## src/rtl/dock_pkg.sv

```systemverilog
package dock_pkg;

  // Unit-wide acknowledge policy, picked from how many inputs hold a token
  typedef enum logic [1:0] {
    POL_NORMAL     = 2'd0,
    POL_DRAIN_ALL  = 2'd1,
    POL_DRAIN_LIVE = 2'd2
  } policy_e;

  // Strobes from control to datapath
  typedef struct packed {
    logic load;
  } dp_strobe_t;

endpackage

```

## src/rtl/dock_policy.sv

```systemverilog
module dock_policy #(
  parameter int NUM_IN = 3
) (
  input  logic [NUM_IN-1:0] flushing,
  output dock_pkg::policy_e policy
);
  import dock_pkg::*;

  always_comb begin
    if (&flushing)       policy = POL_DRAIN_ALL;
    else if (|flushing)  policy = POL_DRAIN_LIVE;
    else                 policy = POL_NORMAL;
  end

endmodule

```

## src/rtl/dock_datapath.sv

```systemverilog
module dock_datapath #(
  parameter int NUM_IN  = 3,
  parameter int NUM_OUT = 2,
  parameter int WORD_W  = 8
) (
  input  logic                        clk,
  input  logic                        rst,
  input  logic [NUM_IN*(WORD_W+1)-1:0] inData,
  input  dock_pkg::dp_strobe_t        strobe,
  output logic [NUM_IN-1:0]           flagVec,
  output logic [NUM_OUT*WORD_W-1:0]   outData
);
  localparam int LANE_W = WORD_W + 1;

  logic [WORD_W-1:0] sumWord;

  // Token mark sits above the word in every lane
  for (genvar g = 0; g < NUM_IN; g++) begin : g_flag
    assign flagVec[g] = inData[g*LANE_W + WORD_W];
  end

  // Compute unit: modular sum of all input words
  always_comb begin
    sumWord = '0;
    for (int i = 0; i < NUM_IN; i++) begin
      sumWord = sumWord + inData[i*LANE_W +: WORD_W];
    end
  end

  for (genvar g = 0; g < NUM_OUT; g++) begin : g_out
    always_ff @(posedge clk) begin
      if (rst) begin
        outData[g*WORD_W +: WORD_W] <= '0;
      end else if (strobe.load) begin
        outData[g*WORD_W +: WORD_W] <= sumWord;
      end
    end
  end

endmodule

```

## src/rtl/dock_control.sv

```systemverilog
module dock_control #(
  parameter int NUM_IN  = 3,
  parameter int NUM_OUT = 2
) (
  input  logic                 clk,
  input  logic                 rst,
  input  logic [NUM_IN-1:0]    inReq,
  input  logic [NUM_IN-1:0]    flagVec,
  input  logic [NUM_OUT-1:0]   outAck,
  output logic [NUM_IN-1:0]    inAck,
  output logic [NUM_OUT-1:0]   outReq,
  output dock_pkg::dp_strobe_t strobe
);
  import dock_pkg::*;

  logic [NUM_IN-1:0]  effReq;
  logic [NUM_IN-1:0]  flushing;
  logic [NUM_IN-1:0]  holdsWord;
  logic [NUM_OUT-1:0] outEmpty;
  logic [NUM_IN-1:0]  nextAck;
  logic [NUM_OUT-1:0] nextReq;
  logic               fire;
  policy_e            policy;

  assign effReq    = inReq & ~flagVec;
  assign flushing  = inReq & flagVec & ~inAck;
  assign holdsWord = effReq & ~inAck;
  assign outEmpty  = ~outReq & ~outAck;

  dock_policy #(.NUM_IN(NUM_IN)) u_policy (
    .flushing(flushing),
    .policy  (policy)
  );

  assign fire = (policy == POL_NORMAL) && (&holdsWord) && (&outEmpty);
  assign strobe.load = fire;

  // Output side: retire acknowledged requests, fill on fire
  always_comb begin
    nextReq = outReq;
    for (int j = 0; j < NUM_OUT; j++) begin
      if (outReq[j] && outAck[j]) nextReq[j] = 1'b0;
    end
    if (fire) nextReq = '1;
  end

  // Input side: acknowledge policy
  always_comb begin
    nextAck = inAck;
    unique case (policy)
      POL_DRAIN_ALL: begin
        nextAck = '1;
      end
      POL_DRAIN_LIVE: begin
        for (int i = 0; i < NUM_IN; i++) begin
          if (!inReq[i] && inAck[i])  nextAck[i] = 1'b0;
          if (effReq[i] && !inAck[i]) nextAck[i] = 1'b1;
        end
      end
      default: begin
        for (int i = 0; i < NUM_IN; i++) begin
          if (!inReq[i] && inAck[i]) nextAck[i] = 1'b0;
        end
        if (fire) nextAck = '1;
      end
    endcase
  end

  always_ff @(posedge clk) begin
    if (rst) begin
      inAck  <= '1;
      outReq <= '0;
    end else begin
      inAck  <= nextAck;
      outReq <= nextReq;
    end
  end

endmodule

```

## src/rtl/dock_flush_wrapper.sv

```systemverilog
module dock_flush_wrapper #(
  parameter int NUM_IN  = 3,
  parameter int NUM_OUT = 2,
  parameter int WORD_W  = 8
) (
  input  logic                         clk,
  input  logic                         rst,
  input  logic [NUM_IN-1:0]            inReq,
  input  logic [NUM_IN*(WORD_W+1)-1:0] inData,
  output logic [NUM_IN-1:0]            inAck,
  output logic [NUM_OUT-1:0]           outReq,
  output logic [NUM_OUT*WORD_W-1:0]    outData,
  input  logic [NUM_OUT-1:0]           outAck
);
  import dock_pkg::*;

  logic [NUM_IN-1:0] flagVec;
  dp_strobe_t        strobe;

  dock_datapath #(
    .NUM_IN (NUM_IN),
    .NUM_OUT(NUM_OUT),
    .WORD_W (WORD_W)
  ) u_dp (
    .clk    (clk),
    .rst    (rst),
    .inData (inData),
    .strobe (strobe),
    .flagVec(flagVec),
    .outData(outData)
  );

  dock_control #(
    .NUM_IN (NUM_IN),
    .NUM_OUT(NUM_OUT)
  ) u_ctl (
    .clk    (clk),
    .rst    (rst),
    .inReq  (inReq),
    .flagVec(flagVec),
    .outAck (outAck),
    .inAck  (inAck),
    .outReq (outReq),
    .strobe (strobe)
  );

endmodule

```

## config.mk

```make
export PLATFORM = sky130hd
export DESIGN_NAME = dock_flush_wrapper
export DESIGN_NICKNAME = d
export VERILOG_FILES = /design/src/rtl/dock_pkg.sv /design/src/rtl/dock_policy.sv /design/src/rtl/dock_datapath.sv /design/src/rtl/dock_control.sv /design/src/rtl/dock_flush_wrapper.sv
export SDC_FILE = /design/constraint.sdc
export NUM_CORES = 1
export LEC_CHECK = 0
export BUFFER_PORTS_ARGS = -buffer_cell sky130_fd_sc_hd__buf_2
export CAP_MARGIN = 0
export CORE_ASPECT_RATIO = 0.6
export CORE_UTILIZATION = 35
export CTS_CLUSTER_SIZE = 40
export DETAILED_ROUTE_END_ITERATION = 10
export HOLD_SLACK_MARGIN = 0.03
export MAX_ROUTING_LAYER = met4
export SYNTH_ARGS = -nofsm -noshare
export SYNTH_HDL_FRONTEND = slang
export SYNTH_SLANG_ARGS = --single-unit
```

## constraint.sdc

```tcl
create_clock -name clk -period 2.6 [get_ports clk]
set_input_delay 0.13 -clock clk [delete_from_list [all_inputs] [get_ports clk]]
set_output_delay 0.13 -clock clk [all_outputs]
set_load 0.05 [all_outputs]
```

# Word-level counts from Yosys, hierarchy flattened
# Cells that the tools add are included.
# Widths: inputs -> output; s select.
classes:
  bitwise: 9
  reduce_logical: 23
  mux: 13
  addsub: 2
  n_eq_ne: 2
op_table:
  columns: ["operator", "n"]
  rows:
  - ["$add 8x8->8", 2]
  - ["$and 3x3->3", 4]
  - ["$logic_and 1x1->1", 10]
  - ["$mux 1", 8]
  - ["$logic_not 1->1", 6]
  - ["$mux 2", 3]
  - ["$not 3->3", 2]
  - ["$pmux 3 s2", 1]
  - ["$reduce_and 3->1", 2]
  - ["$not 2->2", 2]
  - ["$reduce_bool 2->1", 2]
  - ["$mux 3", 1]
  - ["$reduce_or 3->1", 1]
  - ["$and 2x2->2", 1]
  - ["$eq 2x1->1 const B", 1]
  - ["$eq 2x2->1 const B", 1]
  - ["$logic_not 2->1", 1]
  - ["$reduce_and 2->1", 1]
word_totals:
  output_inout_bits: 21
  elab_cells: 53
  input_bits: 34
  ff_bits: 13

# Logic depth before layout (Yosys ltp)
depth:
  depth_word: 10
  ltp_mapped: 11
  ltp_nobuf: 11

# By module
# Synthesis repeated with hierarchy kept, for this count alone.
unflattened:
  hier_cells: 124
  hier_area_um2: 1189.9
modules_own_cells:
  columns: ["module", "instances", "area_each_um2", "cells_each", "seq_area_each_um2"]
  rows:
  - ["dock_datapath", 1, 819.5, 82, 160.2]
  - ["dock_control", 1, 350.3, 39, 100.1]
  - ["dock_policy", 1, 20.0, 3, 0.0]

# Least setup slack after synthesis
# Ideal clock, no wire load.
synth_path:
  kind: "input -> register"
  startpoint: "input inData[1]"
  endpoint: "register u_dp.outData[7]"
  required_time_ns: 2.484
  arrival_ns: 1.938
  stages: 9
  setup_time_ns: 0.116
  n_path_buf: 0
  slack_ns: 0.547
  path_cell_list: "fa_1 > ha_1 > inv_1 > fa_1 > nor2b_1 > o31a_1 > o22ai_1 > mux2i_1 > and3_1"
synth_via:
  elab_chain_cells: 2
synth_lines:
  columns: ["element", "line", "rtl"]
  rows:
  - ["start, declared", "dock_flush_wrapper.sv:9", "input logic [NUM_IN*(WORD_W+1)-1:0] inData,"]
  - ["$add 8x8->8 (2 in a row)", "dock_datapath.sv:26", "sumWord = sumWord + inData[i*LANE_W +: WORD_W];"]
  - ["end signal, assigned by index", "dock_datapath.sv:35", "outData[g*WORD_W +: WORD_W] <= sumWord;"]
  - ["end, declared", "dock_datapath.sv:11", "output logic [NUM_OUT*WORD_W-1:0] outData"]
# No other way between the ends.
# A chain may end at the register's enable or synchronous reset.

# Worst setup path after layout
# Same ends and word-level chain as after synthesis.

==> flow_summary_export.csv <==
group,metric,value,unit
global_routing,grtUsageTotal,15.6,%
sta,relSlewSlack,77.4,%
logic_synthesis,synth_area,1050,µm²
detailed_routing,finalWirelength,2230,µm
global_routing,grt_overflow,0,
power,power_density,433,nW/µm²
clock_network,clock_sinks,13,
die,row_count,14,
global_routing,grt_pass1_wl,3640,µm
die,die_y,44.4,µm
sta,worst_slew_pin_slew,336,ps
hold_path,hold_class,"in -> reg",
run_status,outcome,"finished clean",
clock_network,htreeDepth,1,
placement,hpwl,1870,µm
critical_path,startpoint_type,"input port",
die,io_pins,55,
sta,final-setup-viol-count,0,
final_layout,drive_above_1_share,39.6,%
critical_path,end_kind,"register",
power,max-vdd-ir-drop,0.000160,V
power,p_leak,0.694,nW
placement,gp_congestion,0.752,
logic_synthesis,syn-num-nets,159,
run,drv_cap,0,
clock_network,cts_made_buffers,3,
logic_synthesis,ys_seq_area_share,24.9,%
die,initial_core_util,39.3,%
die,die_area,3220,µm²
final_layout,layout_commonest_cell,"buf_2",
detailed_routing,firstDrtPassIters,4,
final_layout,antenna_cells,0,
global_routing,antenna_found_initial,0,
critical_path,timing.critical_path.buf_inv,2,
sta,rsz0062_at_grt,"false",
critical_path,cp_max_fo,3,
sta,drv_slew,0,
critical_path,crit_type,"in -> reg",
sta,period_needed,2060,ps
critical_path,arrival,2190,ps
final_layout,nets,208,
clock_network,cts_hold_buffers,0,
critical_path,cpLargestDelayFamily,"adder cells",
logic_synthesis,synth_area_leader_cell,"dfxtp_1",
global_routing,grt_max_degree,21,
logic_synthesis,synth_area_per_cell,9.43,µm²
placement,io_buffers,54,
logic_synthesis,synth_top_area_share,24.9,%
sta,min_period_over_period,79.2,%
final_layout,final_cells,199,
detailed_routing,drt-initial-drc-count,22,
critical_path,path_cells,"buf_2, fa_1, ha_1, inv_1, fa_1, nor2b_1, o31a_1, o22ai_1, mux2i_1, and3_1",
detailed_routing,vias_per_cell,4.59,
logic_synthesis,synth.area.top_cells,"dfxtp_1 25%, fa_1 15%, ha_1 7.2%, buf_4 5.7%, a21oi_1 4.8%",
die,die_x,72.6,µm
sta,fmax,485,MHz
clock_network,cts_tree,"built",
sta,hold_violations,0,
critical_path,slowest_stage,"fa_1",
clock_network,insertion_delay,240,ps
logic_synthesis,synth.distinct_cells,37,
critical_path,max_stage_delay,540,ps
detailed_routing,routedWlPerCell,11.2,µm
detailed_routing,antenna_left,0,
die,coreArea,2660,µm²
clock_network,cts-root-buf,"clkbuf_8",
detailed_routing,num_vias,913,
logic_synthesis,synth_warnings,0,
placement,dp_cells,195,
sta,tns,0,ps
logic_synthesis,ys_ff_latch,13,
clock_network,cts_buffer_depth,2,
clock_network,postCtsSetupBuffers,0,
detailed_routing,drc,0,
critical_path,cpMostUsedCell,"fa_1",
critical_path,cp.required,2730,ps
clock_network,clk_pin_slew,50,ps
final_layout,area_delta_synth_final,27.4,%
global_routing,first_global_vias,828,
final_layout,final_cell_mix,"54 x buf_2, 13 x dfxtp_1, 10 x nor2_1, 10 x a21oi_1",
clock_network,ctsResizeCount,0,
sta,fin_skew,1.96,ps
logic_synthesis,synthCells,111,
## layer usage
metal / GRT usage, % / up-vias / wire length, µm
li1: - / 472 / -
met1: 21.0 / 404 / 1180
met2: 23.2 / 35 / 904
met3: 4.78 / 2 / 136
met4: 3.53 / 0 / 16
met5: - / - / 0
## Yosys cell counts
cell type,count
mux2i_1,3
o31ai_1,1
nor4_2,1
ha_1,6
or2b_1,1
buf_6,2
nor4bb_4,1
nand4b_1,1
inv_1,8
a21oi_1,10
nand3b_1,2
a311o_1,1
nor4_1,1
nand2b_1,3
o22ai_1,1
a21o_1,1
clkbuf_1,1
dfxtp_1,13
and3_1,1
nand2_1,3
a211oi_2,1
a31o_2,1
a211oi_1,1
and4bb_1,1
o31a_1,1
nor2b_1,4
xnor2_1,4
o21bai_1,1
o21a_1,1
buf_4,8
nor3_1,2
fa_1,8
or2_2,1
nor2_1,10
o21ai_0,4
nand4_1,1
and2b_1,1
## power by group
| part | switching, W | internal, W | leakage (nW) | total [W] |
|---|---|---|---|---|
| Sequential | 0.00000278 | 0.000203 | 0.106 | 0.000206 |
| Combinational | 0.000102 | 0.0000978 | 0.566 | 0.000200 |
| Clock | 0.0000641 | 0.000108 | 0.0228 | 0.000172 |
| Total | 0.000169 | 0.000409 | 0.694 | 0.000578 |
## stage by stage
stage	hold WS (ps)	total power (W)	instance area [µm²]	setup slack (ps)	util, %
after floorplan	268	0.000349	1050	547	-
after global placement	366	0.000406	1290	338	48.4
after global routing	145	0.000626	1330	413	50.1
after detailed placement	372	0.000411	1290	306	48.4
after CTS	123	0.000587	1330	551	50.1
final	131	0.000578	1330	540	50.1
## worst paths after layout
path                                      from  slack [ps]  cells past startpoint                           end
setup reg to reg  u_ctl.outReq[1]$_SDFFE_PP0P_        1100                      6  u_dp.outData[7]$_SDFFE_PP0P_
hold reg to reg   u_dp.outData[0]$_SDFFE_PP0P_         500                      2  u_dp.outData[0]$_SDFFE_PP0P_
hold / removal                        inReq[0]         130                      3     u_ctl.inAck[0]$_SDFF_PP1_
setup / recovery                     inData[1]         540                     10  u_dp.outData[7]$_SDFFE_PP0P_
## worst register-to-register path, delay by kind of cell, from the launching register on
family | cells | cell delay [ps]
DFF | 1 | 320
buffers and inverters | 1 | 220
muxes | 1 | 60
and+or+nand+nor | 4 | 790
## layout make-up
cell class	count	area, µm²
Fill cell	282	1330
Clock buffer	4	45.0
Sequential cell	13	260
Tap cell	40	50.0
Multi-Input combinational cell	79	671
Timing Repair Buffer	55	278
Inverter	8	30.0
## kinds of logic after synthesis
family,after synthesis,share of synthesized area (%)
adders and majority gates,14,22.5
DFF,13,24.9
xor gates and xnor gates,4,3.34
and+or+nand+nor,34,20.7
muxes,3,2.87
buffers and inverters,19,11.1
AOI/OAI and AO/OA,24,14.7
## flip-flops by register name, indices dropped and copies added, names as in the netlist
name,count
u_ctl.outReq,2
u_ctl.inAck,3
u_dp.outData,8
Power figures use the tool's default switching activity.
